File: src/rtl/baud_timer_gen_pkg.sv
package baud_timer_gen_pkg;

    typedef enum logic [1:0] {
        RUN_IDLE  = 2'd0,
        RUN_BAUD  = 2'd1,
        RUN_TIMER = 2'd2
    } run_mode_e;

    typedef enum logic {
        LANE_LO = 1'b0,
        LANE_HI = 1'b1
    } lane_sel_e;

    function automatic run_mode_e pick_mode(input logic rx_on, input logic live);
        if (rx_on)
            return RUN_BAUD;
        else if (live)
            return RUN_TIMER;
        else
            return RUN_IDLE;
    endfunction

endpackage

File: src/rtl/btg_reload_reg.sv
module btg_reload_reg
    import baud_timer_gen_pkg::*;
#(
    parameter int BYTE_W = 8,
    parameter int LANES  = 2,
    localparam int CNT_W = BYTE_W * LANES
) (
    input  logic              clk,
    input  logic              rst,
    input  logic              wr_en,
    input  lane_sel_e         wr_lane,
    input  logic [BYTE_W-1:0] wr_data,
    output logic [CNT_W-1:0]  reload_q
);

    for (genvar g = 0; g < LANES; g++) begin : g_lane
        always_ff @(posedge clk) begin
            if (rst)
                reload_q[g*BYTE_W +: BYTE_W] <= '0;
            else if (wr_en && (int'(wr_lane) == g))
                reload_q[g*BYTE_W +: BYTE_W] <= wr_data;
        end
    end

endmodule

File: src/rtl/btg_counter.sv
module btg_counter #(
    parameter int CNT_W = 16
) (
    input  logic             clk,
    input  logic             rst,
    input  logic             run,
    input  logic [CNT_W-1:0] reload,
    output logic [CNT_W-1:0] cnt_q,
    output logic             at_zero
);

    logic [CNT_W-1:0] eff_reload;

    assign eff_reload = (reload == '0) ? CNT_W'(1) : reload;
    assign at_zero    = run && (cnt_q == '0);

    always_ff @(posedge clk) begin
        if (rst)
            cnt_q <= '0;
        else if (!run || cnt_q == '0)
            cnt_q <= eff_reload;
        else
            cnt_q <= cnt_q - CNT_W'(1);
    end

endmodule

File: src/rtl/btg_readback.sv
module btg_readback
    import baud_timer_gen_pkg::*;
#(
    parameter int BYTE_W = 8,
    parameter int LANES  = 2,
    localparam int CNT_W = BYTE_W * LANES
) (
    input  logic              live,
    input  lane_sel_e         rd_lane,
    input  logic [CNT_W-1:0]  reload,
    input  logic [CNT_W-1:0]  count,
    output logic [BYTE_W-1:0] rd_data
);

    logic [CNT_W-1:0] src;

    assign src = live ? count : reload;

    always_comb begin
        rd_data = '0;
        for (int i = 0; i < LANES; i++)
            if (int'(rd_lane) == i)
                rd_data = src[i*BYTE_W +: BYTE_W];
    end

endmodule

File: src/rtl/baud_timer_gen.sv
module baud_timer_gen
    import baud_timer_gen_pkg::*;
#(
    parameter int BYTE_W = 8
) (
    input  logic              clk,
    input  logic              rst,
    input  logic              wr_en,
    input  logic              wr_hi,
    input  logic [BYTE_W-1:0] wr_data,
    input  logic              rd_hi,
    input  logic              live_ctl,
    input  logic              rx_en,
    output logic [BYTE_W-1:0] rd_data,
    output logic              baud_tick,
    output logic              timer_irq
);

    localparam int LANES = 2;
    localparam int CNT_W = BYTE_W * LANES;

    run_mode_e        mode;
    logic [CNT_W-1:0] reload_q;
    logic [CNT_W-1:0] cnt_q;
    logic             at_zero;
    lane_sel_e        wr_lane;
    lane_sel_e        rd_lane;

    assign mode    = pick_mode(rx_en, live_ctl);
    assign wr_lane = wr_hi ? LANE_HI : LANE_LO;
    assign rd_lane = rd_hi ? LANE_HI : LANE_LO;

    btg_reload_reg #(.BYTE_W(BYTE_W), .LANES(LANES)) u_reload (
        .clk      (clk),
        .rst      (rst),
        .wr_en    (wr_en),
        .wr_lane  (wr_lane),
        .wr_data  (wr_data),
        .reload_q (reload_q)
    );

    btg_counter #(.CNT_W(CNT_W)) u_count (
        .clk     (clk),
        .rst     (rst),
        .run     (mode != RUN_IDLE),
        .reload  (reload_q),
        .cnt_q   (cnt_q),
        .at_zero (at_zero)
    );

    btg_readback #(.BYTE_W(BYTE_W), .LANES(LANES)) u_read (
        .live    (live_ctl),
        .rd_lane (rd_lane),
        .reload  (reload_q),
        .count   (cnt_q),
        .rd_data (rd_data)
    );

    assign baud_tick = at_zero && (mode == RUN_BAUD);
    assign timer_irq = at_zero && (mode == RUN_TIMER);

endmodule

File: config.mk
export PLATFORM = sky130hd
export DESIGN_NAME = baud_timer_gen
export DESIGN_NICKNAME = d
export VERILOG_FILES = /design/src/rtl/baud_timer_gen_pkg.sv /design/src/rtl/btg_reload_reg.sv /design/src/rtl/btg_counter.sv /design/src/rtl/btg_readback.sv /design/src/rtl/baud_timer_gen.sv
export SDC_FILE = /design/constraint.sdc
export NUM_CORES = 1
export LEC_CHECK = 0
export ABC_AREA = 1
export ABC_CLOCK_PERIOD_IN_PS = 1590
export CAP_MARGIN = 20
export CORE_ASPECT_RATIO = 0.75
export CORE_MARGIN = 5
export CORE_UTILIZATION = 30
export DETAILED_ROUTE_END_ITERATION = 16
export DONT_BUFFER_PORTS = 1
export REMOVE_ABC_BUFFERS = 1
export SLEW_MARGIN = 10
export SYNTH_ARGS = -nofsm -noshare
export SYNTH_HDL_FRONTEND = slang
export SYNTH_SLANG_ARGS = --single-unit
File: constraint.sdc
create_clock -name clk -period 1.59 [get_ports clk]
set_clock_uncertainty 0.05 [all_clocks]
set_input_delay 0.477 -clock clk [delete_from_list [all_inputs] [get_ports clk]]
set_output_delay 0.477 -clock clk [all_outputs]
set_load 0.02 [all_outputs]
==> results by group <==
Floorplanning
  • Die span in y: ~78 microns
  • Chip Width: 101 microns
  • I/O Pins: 25
  • Initial core utilization: 31.5%
  • Cell Rows: 24
  • CORE AREA: 5950 sq um
  • Die area: ~7900 sq um

Place
  • Worst slack at placement: -0.181 ns
  • HPWL after DPL: around 4700 microns
  • Port bufs: 0
  • Post-Place Cells: between 400 and 500
  • RePlAce Congestion: between 0.9 and 1

Global routing
  • Global-route wire length before repair: 11000 microns
  • Vias in the first global route: between 2000 and 2500
  • Initial antenna violation count: 0
  • GRT Residual Overflow: 0
  • Largest net degree at the start of global routing: 33
  • GR Util All Layers: 17.5%

Worst setup path
  • Reg-to-Reg Start: u_count.cnt_q[8]
  • Worst Setup Start Kind: flip-flop
  • Crit path cell chain: inv_2 -> ha_4 -> nand2_4 -> nor2_4 -> nand4_1 -> nor3_2 -> buf_4
  • WP data arrival: between 1 and 1.5 ns
  • Buffers & Inverters on Critical Path: 2
  • Slowest cell delay on critical path: approximately 0.33 ns
  • Crit. End Element: output pin
  • Delay-heaviest family, CP: simple AND/OR/NAND/NOR gates
  • Worst EP required: 1.06 ns
  • Worst setup startpoint: u_count.cnt_q[1]
  • CP Max Fanout: 2
  • Crit path kind: flip-flop to output pin
  • Crit path max-delay cell type: dfxtp_2

Clocking
  • Clock latency at the later pin of the worst-skew pair: about 0.30 ns
  • CTS Buf Count: 5
  • CTS clock-pin slew for the worst setup and hold paths: about 0.07 ns
  • Htree depth: 2
  • Clk root buf: clkbuf_8
  • Clock Tree Buf Depth: 2
  • CTS tree: yes
  • Clock sink total: 32

Synth
  • Cells after Synth: just over 300
  • Synthesized area per cell: between 6 and 7 sq um
  • Post-synthesis sequential area ratio: between 30% and 40%
  • Yosys warns: 0
  • Yosys cell types: 29
  • Cell area after synthesis: 1870 sq um
  • #FFs+latches synth: 32

Route
  • Initial DRT Pass Iterations: 5
  • Final WL: a little under 7000 microns
  • Vias/cell: between 4 and 5
  • # DRC: 0
  • Met2 WL: roughly 2900 microns
  • Met3 routed WL: 523 microns
  • Avg WL per Cell: roughly 15 microns
  • Max layer used: met4
  • Vias: ~2200
  • Final ANT Viol Nets: 0
  • DRT iter0 DRCs: between 100 and 150
  • Met1 Wirelength: approximately 3300 microns

Finish
  • P&R area growth vs syn: 55.7%
  • Nets: around 380
  • Antenna diodes: 0
  • Fillers: 599
  • Share of layout cells above drive strength 1: between 40% and 50%
  • Post-Layout Cell Count: between 400 and 500

Power
  • VDD IR max: ~0.58 mV
  • Leakage: around 1.3 nW
  • Pwr dens: roughly 1200 nW/um^2

Timing
  • Endpoints failing hold: 0
  • Final min period: about 2.0 ns
  • Final period util: 123%
  • Slew headroom: a little under three quarters
  • Setup-failing EPs final: 21
  • Max Freq: ~510 MHz
  • Worst setup margin: -0.366 ns
  • Max Slew Vio Count: 0
  • RSZ-0062 raised after global routing: yes
  • Worst-Margin Slew: between 0.4 and 0.5 ns

Min path
  • Hold WC Path Type: primary input to flip-flop
  • Hold path startpoint: wr_data[7]

Status
  • Failing checks: negative setup slack
  • Status: finished, violations left

Job
  • Max cap viols: 0
[power by group]
part	internal [mW]	switching, mW
clock	0.465	0.338
sequential	0.924	0.0947
combinational	0.805	0.898
[registers in the layout, summed over array words and instances, names as in the netlist]
name               cells
u_count.cnt_q         16
u_reload.reload_q     16
[Yosys cell counts]
| library cell | instances | area share [%] |
|---|---|---|
| a21oi_2 | 1 | 0.47 |
| nor2_2 | 1 | 0.33 |
| o21bai_1 | 1 | 0.40 |
| inv_1 | 29 | 5.8 |
| a21oi_1 | 29 | 7.7 |
| o21ai_0 | 31 | 8.3 |
| nor3_1 | 1 | 0.27 |
| dfxtp_1 | 32 | 34 |
| clkbuf_4 | 1 | 0.40 |
| o21ai_1 | 1 | 0.27 |
| nor2_1 | 79 | 16 |
| buf_2 | 1 | 0.27 |
| nand3_1 | 8 | 2.1 |
| nand2_2 | 1 | 0.33 |
| clkbuf_1 | 6 | 1.2 |
| nand2_1 | 58 | 12 |
| and3_1 | 1 | 0.33 |
| a21o_1 | 1 | 0.40 |
| buf_6 | 1 | 0.60 |
| ha_1 | 1 | 0.67 |
| buf_12 | 1 | 1.1 |
| nand4_1 | 3 | 1.0 |
| clkbuf_2 | 1 | 0.27 |
| xor2_1 | 3 | 1.4 |
| xnor2_1 | 1 | 0.47 |
| nand2_4 | 1 | 0.60 |
| o21ai_2 | 3 | 1.4 |
| nor2_4 | 2 | 1.2 |
| o22ai_1 | 3 | 1.0 |
[final timing paths]
check | endpoint | slack, ns | depth (start not counted)
max reg2reg | u_count.cnt_q[0] | -0.09 | 12
min reg2reg | u_reload.reload_q[11] | 0.48 | 2
min | u_reload.reload_q[7] | 0.27 | 2
max | timer_irq | -0.37 | 7
[cell usage in the layout (no fill, tap or decap), types with 3 or more instances in the layout]
master    count
nor2_1       58
nand2_1      53
buf_4        48
inv_1        22
dfxtp_1      20
o21ai_0      19
a21oi_1      18
nor2_2       17
buf_6        15
a21oi_2      12
dfxtp_2      12
o21ai_2       9
nand3_1       8
nor2_4        7
o21ai_1       5
nand2_2       5
clkbuf_8      5
buf_12        4
o22ai_2       3
inv_2         3
nand4_1       3
xor2_1        3
[worst reg2reg max path, delay by kind of cell (launching register included)]
kind | cells | cell delay (ns)
buffers and inverters | 5 | 0.60
flip-flops | 1 | 0.34
AND/OR/NAND/NOR | 7 | 0.59
[metrics by stage]
stage / setup TNS [ns] / hold slack, ns / power [mW] / area [sq um] / utilization (%)
after floorplan: -2.94 / 0.406 / 1.71 / 1800 / -
after global placement: -2.27 / 0.453 / 2.28 / 2360 / 39.6
after detailed placement: -2.14 / 0.463 / 2.29 / 2360 / 39.6
after CTS: -2.22 / 0.266 / 3.30 / 2710 / 45.5
after global routing: -4.30 / 0.264 / 3.73 / 2920 / 49.1
final: -2.65 / 0.266 / 3.52 / 2920 / 49.1
[what timing repair did]
item                                    in CTS  in global routing
resized for setup                           53                 64
endpoints found under the hold margin        0                  0
hold buffers                                 0                  0
endpoints found under the setup margin      22                 26
gates cloned                                 1                  1
buffers inserted                             8                  6
pin swaps                                   14                 16
[final cells by class]
type / count / area, sq um / area share (%)
Clock buffer: 6 / 72.6 / 2.49
Clock inverter: 2 / 35.0 / 1.20
Inverter: 29 / 121 / 4.16
Multi-Input combinational cell: 230 / 1270 / 43.5
Sequential cell: 32 / 656 / 22.5
Tap cell: 78 / 97.6 / 3.35
Timing Repair Buffer: 70 / 664 / 22.8
[per-layer routing]
metal,track usage [%],vias to the layer above
met5,0,-
met4,5.98,0
met3,4.87,12
met2,24.8,91
met1,25.3,1011
li1,-,1094
[cell families after synthesis]
logic type,count (synthesis),share of synthesized area [%]
XOR/XNOR,4,1.87
flip-flops,32,34.2
buffers and inverters,40,9.62
AND/OR/NAND/NOR,155,33.7
AO/OA/AOI/OAI,70,20.0
adder cells (fa/ha/maj),1,0.668
(Power assumes the default switching activity.)
